$ cat config.mk
export PLATFORM = sky130hd
export DESIGN_NAME = xlat_front
export DESIGN_NICKNAME = d
export VERILOG_FILES = /design/src/rtl/xlat_pkg.sv /design/src/rtl/xlat_win_match.sv /design/src/rtl/xlat_fault_map.sv /design/src/rtl/xlat_front.sv
export SDC_FILE = /design/constraint.sdc
export NUM_CORES = 1
export LEC_CHECK = 0
export ABC_AREA = 1
export BUFFER_PORTS_ARGS = -buffer_cell sky130_fd_sc_hd__clkbuf_2
export CAP_MARGIN = 15
export CORE_AREA = 3 3 213 215
export CTS_CLUSTER_DIAMETER = 80
export DETAILED_ROUTE_END_ITERATION = 16
export DIE_AREA = 0 0 216 218
export GPL_ROUTABILITY_DRIVEN = 0
export SYNTH_ARGS = -nofsm -noshare
export SYNTH_HDL_FRONTEND = slang
export SYNTH_SLANG_ARGS = --single-unit
$ cat constraint.sdc
create_clock -name clk -period 4.29 [get_ports clk]
set_input_delay 1.0725 -clock clk [delete_from_list [all_inputs] [get_ports clk]]
set_output_delay 1.0725 -clock clk [all_outputs]
set_load 0.02 [all_outputs]
$ cat src/rtl/xlat_pkg.sv
package xlat_pkg;
  // access types
  localparam logic [1:0] ACC_LOAD  = 2'd0;
  localparam logic [1:0] ACC_STORE = 2'd1;
  localparam logic [1:0] ACC_FETCH = 2'd2;

  // translation paths
  localparam logic [1:0] PATH_DIRECT = 2'd0;
  localparam logic [1:0] PATH_WIN    = 2'd1;
  localparam logic [1:0] PATH_BAD    = 2'd2;
  localparam logic [1:0] PATH_TLB    = 2'd3;

  // TLB result codes
  localparam logic [2:0] TC_OK      = 3'd0;
  localparam logic [2:0] TC_ADDR    = 3'd1;
  localparam logic [2:0] TC_MISS    = 3'd2;
  localparam logic [2:0] TC_INVAL   = 3'd3;
  localparam logic [2:0] TC_CLEAN   = 3'd4;
  localparam logic [2:0] TC_NOREAD  = 3'd5;
  localparam logic [2:0] TC_NOEXEC  = 3'd6;
  localparam logic [2:0] TC_PRIV    = 3'd7;

  // exception codes
  localparam int EXC_W = 6;
  localparam logic [EXC_W-1:0] EX_NONE      = 6'd0;
  localparam logic [EXC_W-1:0] EX_PG_LOAD   = 6'd1;
  localparam logic [EXC_W-1:0] EX_PG_STORE  = 6'd2;
  localparam logic [EXC_W-1:0] EX_PG_FETCH  = 6'd3;
  localparam logic [EXC_W-1:0] EX_PG_MODIFY = 6'd4;
  localparam logic [EXC_W-1:0] EX_PG_NORD   = 6'd5;
  localparam logic [EXC_W-1:0] EX_PG_NOEX   = 6'd6;
  localparam logic [EXC_W-1:0] EX_PG_PRIV   = 6'd7;
  localparam logic [EXC_W-1:0] EX_ADR_FETCH = 6'd8;
  localparam logic [EXC_W-1:0] EX_ADR_MEM   = 6'd9;
endpackage

$ cat src/rtl/xlat_win_match.sv
module xlat_win_match #(
  parameter int XLEN  = 64,
  parameter int VA_W  = 48,
  parameter int NWIN  = 4,
  parameter int IDX_W = 2
) (
  input  logic [NWIN*XLEN-1:0] win_cfg,
  input  logic [XLEN-VA_W-1:0] va_tag,
  input  logic [3:0]           plv_mask,
  output logic                 hit,
  output logic [IDX_W-1:0]     hit_idx
);
  localparam int TAG_W = XLEN - VA_W;

  logic [NWIN-1:0] raw;
  logic [NWIN*(VA_W-4)-1:0] cfg_mid;

  for (genvar w = 0; w < NWIN; w++) begin : g_win
    logic [XLEN-1:0] cfg;
    assign cfg = win_cfg[w*XLEN +: XLEN];
    assign raw[w] = (|(cfg[3:0] & plv_mask)) && (cfg[XLEN-1 -: TAG_W] == va_tag);
    assign cfg_mid[w*(VA_W-4) +: (VA_W-4)] = cfg[VA_W-1:4];
  end

  logic unused_cfg_bits;
  assign unused_cfg_bits = ^cfg_mid;

  // lowest index wins: scan from the top so the last assignment is the lowest hit
  always_comb begin
    hit     = 1'b0;
    hit_idx = '0;
    for (int w = NWIN - 1; w >= 0; w--) begin
      if (raw[w]) begin
        hit     = 1'b1;
        hit_idx = IDX_W'(w);
      end
    end
  end
endmodule

$ cat src/rtl/xlat_fault_map.sv
module xlat_fault_map
  import xlat_pkg::*;
(
  input  logic             active,
  input  logic             addr_bad,
  input  logic [1:0]       acc,
  input  logic [2:0]       code,
  output logic             fault,
  output logic [EXC_W-1:0] exc,
  output logic             refill
);
  logic [EXC_W-1:0] pg_exc;
  logic [EXC_W-1:0] adr_exc;

  always_comb begin
    unique case (acc)
      ACC_STORE: pg_exc = EX_PG_STORE;
      ACC_FETCH: pg_exc = EX_PG_FETCH;
      default:   pg_exc = EX_PG_LOAD;
    endcase
    adr_exc = (acc == ACC_FETCH) ? EX_ADR_FETCH : EX_ADR_MEM;
  end

  always_comb begin
    fault  = 1'b0;
    exc    = EX_NONE;
    refill = 1'b0;
    if (active) begin
      if (addr_bad) begin
        fault = 1'b1;
        exc   = adr_exc;
      end else begin
        fault = (code != TC_OK);
        unique case (code)
          TC_OK:     exc = EX_NONE;
          TC_MISS:   begin exc = pg_exc; refill = 1'b1; end
          TC_INVAL:  exc = pg_exc;
          TC_CLEAN:  exc = EX_PG_MODIFY;
          TC_NOREAD: exc = EX_PG_NORD;
          TC_NOEXEC: exc = EX_PG_NOEX;
          TC_PRIV:   exc = EX_PG_PRIV;
          default:   exc = adr_exc;
        endcase
      end
    end
  end
endmodule

$ cat src/rtl/xlat_front.sv
module xlat_front
  import xlat_pkg::*;
#(
  parameter int XLEN     = 64,
  parameter int VA_W     = 48,
  parameter int PA_W     = 48,
  parameter int NWIN     = 4,
  parameter int EXT_W    = 16,
  parameter int VPPN_LSB = 13,
  localparam int WIN_IDX_W = (NWIN > 1) ? $clog2(NWIN) : 1,
  localparam int VPPN_W    = VA_W - VPPN_LSB
) (
  input  logic                   clk,
  input  logic                   rst,
  input  logic                   req_valid,
  input  logic [XLEN-1:0]        req_vaddr,
  input  logic [1:0]             req_acc,
  input  logic [1:0]             req_plv,
  input  logic                   direct_en,
  input  logic                   paging_en,
  input  logic [NWIN*XLEN-1:0]   win_cfg,
  input  logic [2:0]             tlb_code,
  input  logic [PA_W-1:0]        tlb_paddr,
  input  logic [2:0]             tlb_perm,
  output logic                   out_valid,
  output logic [PA_W-1:0]        out_paddr,
  output logic [2:0]             out_perm,
  output logic [1:0]             out_path,
  output logic [WIN_IDX_W-1:0]   out_win,
  output logic                   out_fault,
  output logic [EXC_W-1:0]       out_exc,
  output logic                   out_refill,
  output logic [VPPN_W-1:0]      out_vppn,
  output logic [XLEN-1:0]        out_badv
);
  localparam int TAG_W = XLEN - VA_W;

  logic [3:0]           plv_mask;
  logic                 win_hit;
  logic [WIN_IDX_W-1:0] win_idx;
  logic [EXT_W-1:0]     ext_bits;
  logic                 canon;
  logic                 bypass;

  assign plv_mask = {req_plv == 2'd3, 2'b00, req_plv == 2'd0};
  assign ext_bits = req_vaddr[VA_W +: EXT_W];
  assign canon    = (&ext_bits) | ~(|ext_bits);
  assign bypass   = direct_en & ~paging_en;

  xlat_win_match #(
    .XLEN(XLEN), .VA_W(VA_W), .NWIN(NWIN), .IDX_W(WIN_IDX_W)
  ) u_win (
    .win_cfg (win_cfg),
    .va_tag  (req_vaddr[XLEN-1 -: TAG_W]),
    .plv_mask(plv_mask),
    .hit     (win_hit),
    .hit_idx (win_idx)
  );

  logic [1:0]      path_n;
  logic [PA_W-1:0] paddr_n;
  logic [2:0]      perm_n;

  always_comb begin
    path_n  = PATH_TLB;
    paddr_n = '0;
    perm_n  = 3'b000;
    if (bypass) begin
      path_n  = PATH_DIRECT;
      paddr_n = req_vaddr[PA_W-1:0];
      perm_n  = 3'b111;
    end else if (win_hit) begin
      path_n  = PATH_WIN;
      paddr_n = req_vaddr[PA_W-1:0];
      perm_n  = 3'b111;
    end else if (!canon) begin
      path_n  = PATH_BAD;
    end else if (tlb_code == TC_OK) begin
      paddr_n = tlb_paddr;
      perm_n  = tlb_perm;
    end
  end

  logic             flt_n;
  logic [EXC_W-1:0] exc_n;
  logic             refill_n;

  xlat_fault_map u_fault (
    .active  (path_n == PATH_BAD || path_n == PATH_TLB),
    .addr_bad(path_n == PATH_BAD),
    .acc     (req_acc),
    .code    (tlb_code),
    .fault   (flt_n),
    .exc     (exc_n),
    .refill  (refill_n)
  );

  always_ff @(posedge clk) begin
    if (rst) begin
      out_valid  <= 1'b0;
      out_paddr  <= '0;
      out_perm   <= '0;
      out_path   <= '0;
      out_win    <= '0;
      out_fault  <= 1'b0;
      out_exc    <= '0;
      out_refill <= 1'b0;
      out_vppn   <= '0;
      out_badv   <= '0;
    end else begin
      out_valid <= req_valid;
      if (req_valid) begin
        out_paddr  <= paddr_n;
        out_perm   <= perm_n;
        out_path   <= path_n;
        out_win    <= (path_n == PATH_WIN) ? win_idx : '0;
        out_fault  <= flt_n;
        out_exc    <= exc_n;
        out_refill <= refill_n;
        out_vppn   <= refill_n ? req_vaddr[VA_W-1:VPPN_LSB] : '0;
        if (flt_n) out_badv <= req_vaddr;
      end else begin
        out_fault  <= 1'b0;
        out_refill <= 1'b0;
      end
    end
  end

  AST_DIRECT_FULL_PERM: assert property (@(posedge clk) disable iff (rst)
    (out_valid && out_path == PATH_DIRECT) |-> (out_perm == 3'b111 && !out_fault));
  AST_WIN_FULL_PERM: assert property (@(posedge clk) disable iff (rst)
    (out_valid && out_path == PATH_WIN) |-> (out_perm == 3'b111 && !out_fault));
  AST_BAD_ADDR_CODE: assert property (@(posedge clk) disable iff (rst)
    (out_valid && out_path == PATH_BAD) |-> (out_fault && (out_exc == EX_ADR_FETCH || out_exc == EX_ADR_MEM)));
  AST_REFILL_IS_PAGE_FAULT: assert property (@(posedge clk) disable iff (rst)
    out_refill |-> (out_fault && out_path == PATH_TLB && out_exc >= EX_PG_LOAD && out_exc <= EX_PG_FETCH));
  AST_FAULT_NO_ACCESS: assert property (@(posedge clk) disable iff (rst)
    out_fault |-> (out_perm == 3'b000 && out_paddr == '0));
  AST_BADV_HOLD: assert property (@(posedge clk) disable iff (rst)
    !out_fault |-> $stable(out_badv));
  AST_IDLE_QUIET: assert property (@(posedge clk) disable iff (rst)
    !out_valid |-> (!out_fault && !out_refill));
endmodule

==> results of run 1 <==
[cell families after synthesis]
group	Yosys count	synth area share, %
adders and majority gates	2	0.336
other	1	0.0504
DFF	161	43.3
xor gates and xnor gates	23	2.71
AOI/OAI and AO/OA	87	6.31
buffers and inverters	151	8.64
and+or+nand+nor	668	38.6
[tightest hold or removal path: cells and delay by family, from the launching register on]
family	cells	cell delay (ns)
and+or+nand+nor	2	0.10
DFF	1	0.31
[report_power, final]
group / internal (uW) / leakage, uW / switching, uW
Combinational: 186 / 0.00363 / 361
Clock: 879 / 0.000281 / 708
Sequential: 1540 / 0.00131 / 25.7
[path summary, 6_finish.rpt]
kind	from	to	cells after the start
min	out_vppn[15]$_SDFFE_PP0P_	out_vppn[15]$_SDFFE_PP0P_	2
max	req_vaddr[59]	out_paddr[2]$_SDFFE_PP0P_	12
max reg2reg	out_exc[0]$_SDFFE_PP0P_	out_exc[0]$_SDFFE_PP0P_	5
min reg2reg	out_vppn[15]$_SDFFE_PP0P_	out_vppn[15]$_SDFFE_PP0P_	2
[placed cells by master (no fill, tap or decap), types with 2 or more instances in the layout]
master      count
conb_1          2
or2_0           2
a21oi_1        69
clkinv_4        2
ha_1            2
nor2_1         42
o211ai_1        3
dfxtp_1       161
xor2_1          3
nand4_1        80
buf_12          3
nand3_2         2
clkinvlp_4      4
nor4_1          4
xnor2_1        20
nor3_1          3
nand2_2         3
nor2_4          6
clkbuf_2      358
clkbuf_16      17
a22oi_1         6
buf_4          14
nand2_1       459
clkinv_2        2
o21ai_0         4
bufinv_16       2
nand3_1        66
inv_6           3
inv_1          65
inv_2          11
[area by class of cell]
cell class | instances | area share, %
inverter | 76 | 2.74
sequential | 161 | 31.0
clock inverter | 14 | 1.49
timing repair buffer | 375 | 18.8
clock buffer | 18 | 4.22
multi-input combinational | 782 | 34.6
tap | 592 | 7.12
[per-layer routing]
metal	wire length, um	global-route usage [%]	vias up	share of wire, %
met5	40	0	-	0.12
met4	938	5.80	6	2.8
met3	2340	4.12	53	7.0
met2	15700	22.6	323	47
met1	14300	16.6	3937	43
li1	-	-	4162	-
[sequential cells by signal, summed over array words and instances, names as in the netlist]
| signal | cells |
|---|---|
| out_badv | 64 |
| out_paddr | 48 |
| out_vppn | 35 |
| out_exc | 4 |
| out_perm | 3 |
| out_path | 2 |
| out_win | 2 |
| out_fault | 1 |
| out_refill | 1 |
| out_valid | 1 |
[stage by stage]
step           utilization [%]  area, um^2  power (uW)
6_report                  23.7       10400        3700
5_1_grt                   23.7       10400        3890
4_1_cts                   23.7       10400        3790
3_5_place_dp              22.3        9810        2160
3_3_place_gp              22.3        9810        2150
2_1_floorplan                -        7440        1890
==> impl_metrics.json, run 1 <==
{
  "skew_ns": 0,
  "yosysSeqAreaShare_pct": 43.3,
  "status": "complete, no violations",
  "wl_per_cell_um": 16.5,
  "drt.antenna.violating_nets": 0,
  "worstPathRequired_ns": 4.70,
  "final-instance-count-excl-fill": 2018,
  "postCtsSetupBuffers": 0,
  "cts.sinks": 161,
  "cap_violations": 0,
  "synthTopCellsByCount": "nand2_1 (459), dfxtp_1 (161), nand4_1 (80)",
  "clock-root-buffer": "clkbuf_16",
  "p_leak_uw": 0.00522,
  "fin_crit_sh_pct": 70.0,
  "cts_buffer_depth": 2,
  "preCtsSetupSlack_ns": 0.718,
  "r2r_slack_ns": 3.47,
  "synthArstFlopShare_pct": 0,
  "yosys_register_bits": 161,
  "worstSkewPairLatency_ns": 0.46,
  "synth_area_leaders": "dfxtp_1 (43%), nand2_1 (23%), nand4_1 (6.7%), a21oi_1 (4.7%), nand3_1 (4.4%)",
  "worstMarginPinSlew_ns": 0.929,
  "ioPinCount": 546,
  "cp_cell_sequence": "clkbuf_2 -> nor4_1 -> nand4_1 -> nand2_1 -> inv_1 -> nor2_4 -> buf_4 -> buf_4 -> nand3_1 -> nand3_1 -> nand2_1 -> inv_1",
  "core_area_um2": 43900,
  "vias": 8481,
  "synth_top_area_share_pct": 43.3,
  "synth_ff_type": "dfxtp_1",
  "fmax_mhz": 333,
  "path_buf_inv": 5,
  "numCtsBuffers": 17,
  "num_rows": 77,
  "grt_use_total_pct": 13.7,
  "setup_violations": 0,
  "drt_pass1_iterations": 5,
  "cts_hold_buf": 0,
  "dieArea_um2": 47100,
  "syn_area_per_cell_um2": 6.81,
  "synth_warnings": 0,
  "die_width_um": 216,
  "via_per_inst": 4.20,
  "grt_pass1_wl_mm": 48.1,
  "syn_inst": 1093,
  "antenna_found_initial": 3,
  "relSlewSlack_pct": 38.0,
  "max_stage_delay_ns": 0.43,
  "n_antenna_cell": 0,
  "regArea_um2": 3220,
  "synth_area_um2": 7440,
  "crit_type": "input pin to flop",
  "end_kind": "flop",
  "synth_most_common_cell": "nand2_1",
  "timing_hold_violations_final": 0,
  "synth_edf_count": 0,
  "cp_top_family": "simple AND/OR/NAND/NOR gates",
  "cts_tree": "yes",
  "rsz0062_at_grt": "false",
  "multi_input_area_um2": 3600,
  "nNetsFinal": 1798,
  "htree_levels": 4,
  "synth_top_cell_by_area": "dfxtp_1",
  "hold_path.class": "flop to flop",
  "synth_cell_types": 32,
  "start_kind": "input pin",
  "path_clk_slew_ns": 0.07,
  "slew_viol_final": 0,
  "cp_max_fo": 28,
  "fillers": 4949,
  "crit_slowest_cell": "nor4_1",
  "grt-ovfl-total": 0,
  "die_h_um": 218,
  "start_util_pct": 16.9,
  "postCtsResizedCells": 0,
  "worst_ep_arrival_time_ns": 3.42,
  "p_per_area_nw_per_um2": 356,
  "grt_pass1_vias": 7860,
  "drive_above_1_share_pct": 30.2,
  "drtIter0Drc": 529,
  "grt_max_degree": 76,
  "post-route-drc-count": 0,
  "peakVddDrop_v": 0.000205,
  "hold_ws_ns": 0.454,
  "wl_mm": 33.3,
  "dp.cells": 1986,
  "place_hpwl_mm": 24.7,
  "final.setup.worst_slack_ns": 1.29,
  "syn_to_final_growth_pct": 39.8,
  "fin_tns_setup_ns": 0,
  "numPortBuffers": 359,
  "layout_min_cycle_time_ns": 3.00
}
Power figures use the tool's default switching activity.
==> inputs of run 2 (changes only) <==
--- a/config.mk
+++ b/config.mk
@@ -5,13 +5,13 @@
 export SDC_FILE = /design/constraint.sdc
 export NUM_CORES = 1
 export LEC_CHECK = 0
-export ABC_AREA = 1
+export ABC_AREA = 0
 export BUFFER_PORTS_ARGS = -buffer_cell sky130_fd_sc_hd__clkbuf_2
 export CAP_MARGIN = 15
-export CORE_AREA = 3 3 213 215
+export CORE_AREA = 3 3 209 211
 export CTS_CLUSTER_DIAMETER = 80
 export DETAILED_ROUTE_END_ITERATION = 16
-export DIE_AREA = 0 0 216 218
+export DIE_AREA = 0 0 212 214
 export GPL_ROUTABILITY_DRIVEN = 0
 export SYNTH_ARGS = -nofsm -noshare
 export SYNTH_HDL_FRONTEND = slang
==> constraint.sdc (replaced) <==
create_clock -name clk -period 3 [get_ports clk]
set_input_delay 0.75 -clock clk [delete_from_list [all_inputs] [get_ports clk]]
set_output_delay 0.75 -clock clk [all_outputs]
set_load 0.02 [all_outputs]
==> impl_metrics.json, run 2 <==
{
  "n_antenna_cell": 0,
  "final_cell_mix": "clkbuf_2 (359), dfxtp_1 (161), a22o_1 (73)",
  "grt_pass1_wl_mm": 41.4,
  "total_power_uw": 5310,
  "grt-ovfl-total": 0,
  "timing_hold_violations_final": 0,
  "synth_warnings": 0,
  "wl_per_cell_um": 17.7,
  "peakVddDrop_v": 0.000356,
  "place_hpwl_mm": 22.0,
  "slew_viol_final": 0,
  "skew_ns": 0,
  "num_rows": 75,
  "die_h_um": 214,
  "worstMarginPinSlew_ns": 0.602,
  "layout_min_cycle_time_ns": 2.70,
  "power_switching_uw": 1450,
  "cts_hold_buf": 0,
  "cts.sinks": 161,
  "postPlaceCellArea_um2": 9600,
  "largest_reg_flops": 64,
  "path_clk_slew_ns": 0.08,
  "synth_edf_count": 0,
  "dieArea_um2": 45400,
  "hold_ws_ns": 0.444,
  "start_kind": "input pin",
  "p_int_uw": 3850,
  "cap_violations": 0,
  "numPortBuffers": 359,
  "hold_path.class": "flop to flop",
  "end_kind": "flop",
  "numCtsBuffers": 17,
  "grt_max_degree": 70,
  "postCtsResizedCells": 0,
  "fin_crit_sh_pct": 89.9,
  "rsz0062_at_grt": "false",
  "layout_commonest_cell": "clkbuf_2",
  "clock-root-buffer": "clkbuf_16",
  "worstSkewPairLatency_ns": 0.45,
  "drt.antenna.violating_nets": 0,
  "final.setup.worst_slack_ns": 0.303,
  "nNetsFinal": 1412,
  "switching_share_pct": 27.4,
  "die_width_um": 212,
  "drive_above_1_share_pct": 44.2,
  "worst_ep_arrival_time_ns": 3.03,
  "synth_cell_types": 46,
  "synthArstFlopShare_pct": 0,
  "cts_buffer_depth": 2,
  "power_frac_clock_pct": 43.2,
  "ioPinCount": 546,
  "relSlewSlack_pct": 59.9,
  "reg_top3": "out_badv (64), out_paddr (48), out_vppn (35)",
  "synth_top_cell_by_area": "dfxtp_1",
  "core_area_um2": 41900,
  "yosysSeqAreaShare_pct": 46.7,
  "r2r_cells": 2,
  "setup_violations": 0,
  "holdPathStages": 2,
  "fmax_mhz": 371,
  "wl_mm": 27.9,
  "drt_pass1_iterations": 6,
  "via_per_inst": 4.27,
  "cp_max_fo": 30,
  "vias": 6743,
  "r2r_slack_ns": 2.17,
  "fillers": 4503,
  "drtIter0Drc": 359,
  "antenna_found_initial": 0,
  "synth_top_area_share_pct": 46.7,
  "regMostFlops": "out_badv",
  "pwr-share-comb_pct": 14.3,
  "yosys_register_bits": 161,
  "p_leak_uw": 0.00466,
  "crit_type": "input pin to flop",
  "syn_inst": 658,
  "start_util_pct": 16.5,
  "htree_levels": 4,
  "seqPwrFrac_pct": 42.6,
  "preCtsSetupSlack_ns": -0.152,
  "worstPathRequired_ns": 3.33,
  "final_cell_area_um2": 10200,
  "cts_tree": "yes",
  "syn_to_final_growth_pct": 47.8,
  "synth_most_common_cell": "dfxtp_1",
  "status": "complete, no violations",
  "postCtsSetupBuffers": 0,
  "synth_area_leaders": "dfxtp_1 (47%), a22o_1 (9.3%), a221o_1 (5.9%), xor2_1 (5.8%), nand2b_1 (4.0%)",
  "grt_use_total_pct": 12.1,
  "post-route-drc-count": 0,
  "syn_area_per_cell_um2": 10.5,
  "grt_pass1_vias": 6796,
  "p_per_area_nw_per_um2": 520,
  "synth_area_um2": 6910,
  "synthTopCellsByCount": "dfxtp_1 (161), a22o_1 (73), xor2_1 (46)",
  "synth_ff_type": "dfxtp_1"
}
==> run 2: final timing paths <==
path	from	endpoint
hold reg to reg	out_win[0]$_SDFFE_PP0P_	out_win[0]$_SDFFE_PP0P_
hold / removal	out_win[0]$_SDFFE_PP0P_	out_win[0]$_SDFFE_PP0P_
setup reg to reg	out_paddr[13]$_SDFFE_PP0P_	out_paddr[13]$_SDFFE_PP0P_
setup / recovery	req_vaddr[55]	out_paddr[39]$_SDFFE_PP0P_
==> run 2: worst max-delay path, cell delays in order <==
cell	delay (ns)
clkbuf_2	0.15
xor2_1	0.19
nor4_2	0.26
buf_4	0.16
nand3_1	0.08
or4_4	0.52
nand4_2	0.21
nor3b_2	0.11
buf_12	0.19
a221o_1	0.37
==> run 2: through the flow <==
step / std cells / TNS [ns] / util (%)
finish: 1578 / 0 / 24.3
global route: 1578 / 0 / 24.3
CTS: 1578 / 0 / 24.3
detailed placement: 1547 / -12.11 / 22.9
global placement: 1547 / -9.59 / 22.9
floorplan: 659 / 0 / -
==> run 2: logic make-up (layout without fill, tap and decap cells) <==
| logic type | count (synthesis) | count (layout) | synth area share [%] |
|---|---|---|---|
| AOI/OAI and AO/OA | 172 | 172 | 21.2 |
| xor gates and xnor gates | 64 | 64 | 8.12 |
| adders and majority gates | 2 | 2 | 0.362 |
| buffers and inverters | 73 | 453 | 5.89 |
| DFF | 161 | 161 | 46.7 |
| muxes | 13 | 13 | 1.88 |
| other | 1 | 2 | 0.0543 |
| and+or+nand+nor | 172 | 172 | 15.9 |
==> run 2: power by group through the flow <==
stage,clock network [uW],registers (uW),logic [uW]
2_1_floorplan,0,2400,283
3_3_place_gp,0,2300,758
3_5_place_dp,0,2310,766
4_1_cts,2370,2260,768
5_1_grt,2450,2270,818
6_report,2290,2260,758
==> run 2: layout make-up <==
cell class                 count  area [um^2]  area share, %
multi-input combinational    425         3320           32.5
sequential                   161         3220           31.6
timing repair buffer         412         2340           23.0
tap                          539          674           6.61
clock buffer                  17          425           4.17
clock inverter                14          180           1.77
inverter                      10         37.5          0.368
==> run 2: layer usage <==
| metal | routed length, um | GRT usage, % |
|---|---|---|
| met3 | 2010 | 4.16 |
| met2 | 13800 | 20.8 |
| met5 | 0 | 0 |
| met4 | 813 | 4.55 |
| met1 | 11300 | 13.8 |
==> inputs of run 3 (changes only) <==
==> constraint.sdc (replaced) <==
create_clock -name clk -period 2.7 [get_ports clk]
set_input_delay 0.675 -clock clk [delete_from_list [all_inputs] [get_ports clk]]
set_output_delay 0.675 -clock clk [all_outputs]
set_load 0.02 [all_outputs]
==> impl_metrics.json, run 3 (synthesis gave the netlist of run 2 again) <==
{
  "status": "complete, no violations",
  "p_int_uw": 4160,
  "hold_ws_ns": 0.434,
  "clock-root-buffer": "clkbuf_16",
  "grt_pass1_vias": 6662,
  "die_h_um": 214,
  "fillers": 4541,
  "wl_mm": 27.6,
  "total_power_uw": 5770,
  "vias": 6631,
  "postCtsSetupBuffers": 0,
  "slew_viol_final": 0,
  "numPortBuffers": 359,
  "largest_reg_flops": 64,
  "wl_per_cell_um": 17.3,
  "postCtsResizedCells": 0,
  "hold_path.class": "input pin to flop",
  "place_hpwl_mm": 22.0,
  "layout_min_cycle_time_ns": 2.61,
  "post-route-drc-count": 0,
  "reg_top3": "out_badv (64), out_paddr (48), out_vppn (35)",
  "postPlaceCellArea_um2": 9690,
  "htree_levels": 4,
  "syn_to_final_growth_pct": 48.7,
  "setup_violations": 0,
  "fmax_mhz": 384,
  "via_per_inst": 4.17,
  "dieArea_um2": 45400,
  "antenna_found_initial": 0,
  "power_frac_clock_pct": 41.9,
  "rsz0062_at_grt": "false",
  "start_kind": "input pin",
  "worstSkewPairLatency_ns": 0.45,
  "crit_type": "input pin to flop",
  "p_per_area_nw_per_um2": 562,
  "grt_pass1_wl_mm": 40.1,
  "grt_use_total_pct": 11.8,
  "layout_commonest_cell": "clkbuf_2",
  "switching_share_pct": 27.9,
  "final_cell_mix": "clkbuf_2 (359), dfxtp_1 (161), a22o_1 (73)",
  "drt_pass1_iterations": 4,
  "regMostFlops": "out_badv",
  "die_width_um": 212,
  "n_antenna_cell": 0,
  "end_kind": "flop",
  "core_area_um2": 41900,
  "cp_max_fo": 30,
  "power_switching_uw": 1610,
  "worstPathRequired_ns": 3.03,
  "pwr-share-comb_pct": 14.6,
  "drtIter0Drc": 314,
  "grt_max_degree": 51,
  "start_util_pct": 16.5,
  "skew_ns": 0,
  "final_cell_area_um2": 10300,
  "worstMarginPinSlew_ns": 0.565,
  "cts_buffer_depth": 2,
  "fin_crit_sh_pct": 96.6,
  "cts_hold_buf": 0,
  "ioPinCount": 546,
  "fin_util_pct": 24.5,
  "cts_tree": "yes",
  "seqPwrFrac_pct": 43.5,
  "relSlewSlack_pct": 62.0,
  "worst_ep_arrival_time_ns": 2.94,
  "peakVddDrop_v": 0.000426,
  "p_leak_uw": 0.00471,
  "grt-ovfl-total": 0,
  "cap_violations": 0,
  "nNetsFinal": 1424,
  "timing_hold_violations_final": 0,
  "drt.antenna.violating_nets": 0,
  "regArea_um2": 3220,
  "num_rows": 75,
  "multi_input_area_um2": 3320,
  "cts.sinks": 161,
  "numCtsBuffers": 17,
  "path_clk_slew_ns": 0.07,
  "drive_above_1_share_pct": 44.9
}
run 3: final timing paths:
kind | depth (start not counted) | slack [ns] | start | end
worst max register to register | 2 | 1.86 | out_paddr[35]$_SDFFE_PP0P_ | out_paddr[35]$_SDFFE_PP0P_
worst min-delay path | 2 | 0.43 | tlb_paddr[5] | out_paddr[5]$_SDFFE_PP0P_
worst min register to register | 2 | 0.45 | out_win[0]$_SDFFE_PP0P_ | out_win[0]$_SDFFE_PP0P_
worst max-delay path | 9 | 0.09 | req_vaddr[56] | out_paddr[45]$_SDFFE_PP0P_
run 3: through the flow:
stage | cells | worst slack, ns | setup TNS [ns]
finish | 1591 | 0.0927 | 0
global placement | 1559 | -0.356 | -41.59
global route | 1591 | 0.0428 | 0
floorplan | 659 | 0.0167 | 0
CTS | 1591 | 0.112 | 0
detailed placement | 1559 | -0.384 | -44.54
run 3: layout make-up:
cell class	count	share of cell area, %
Multi-Input combinational cell	425	32.3
Inverter	10	0.366
Clock buffer	19	4.41
Timing Repair Buffer	424	23.7
Sequential cell	161	31.4
Clock inverter	13	1.24
Tap cell	539	6.57
run 3: power groups by stage:
| stage | combinational, uW | sequential (uW) | clock, uW |
|---|---|---|---|
| 4_1_cts | 858 | 2510 | 2510 |
| 3_3_place_gp | 849 | 2560 | 0 |
| 3_5_place_dp | 855 | 2560 | 0 |
| 6_report | 841 | 2510 | 2420 |
| 5_1_grt | 913 | 2520 | 2600 |
| 2_1_floorplan | 315 | 2660 | 0 |
run 3: critical path, cell delays in order:
cell and delay [ns]:
clkbuf_2 0.19, buf_4 0.19, xor2_1 0.15, nor4_1 0.53, nand4_1 0.28, nand4_2 0.23, nor3b_2 0.11, buf_12 0.18
a221o_1 0.37
run 3: layer usage:
metal	part of all wire [%]	wire [um]	GRT usage [%]	vias to the layer above
li1	-	-	-	3179
met1	40	10900	12.7	3097
met2	49	13600	20.7	314
met3	8.1	2240	4.60	41
met4	2.8	782	4.80	0
met5	0	0	0	-
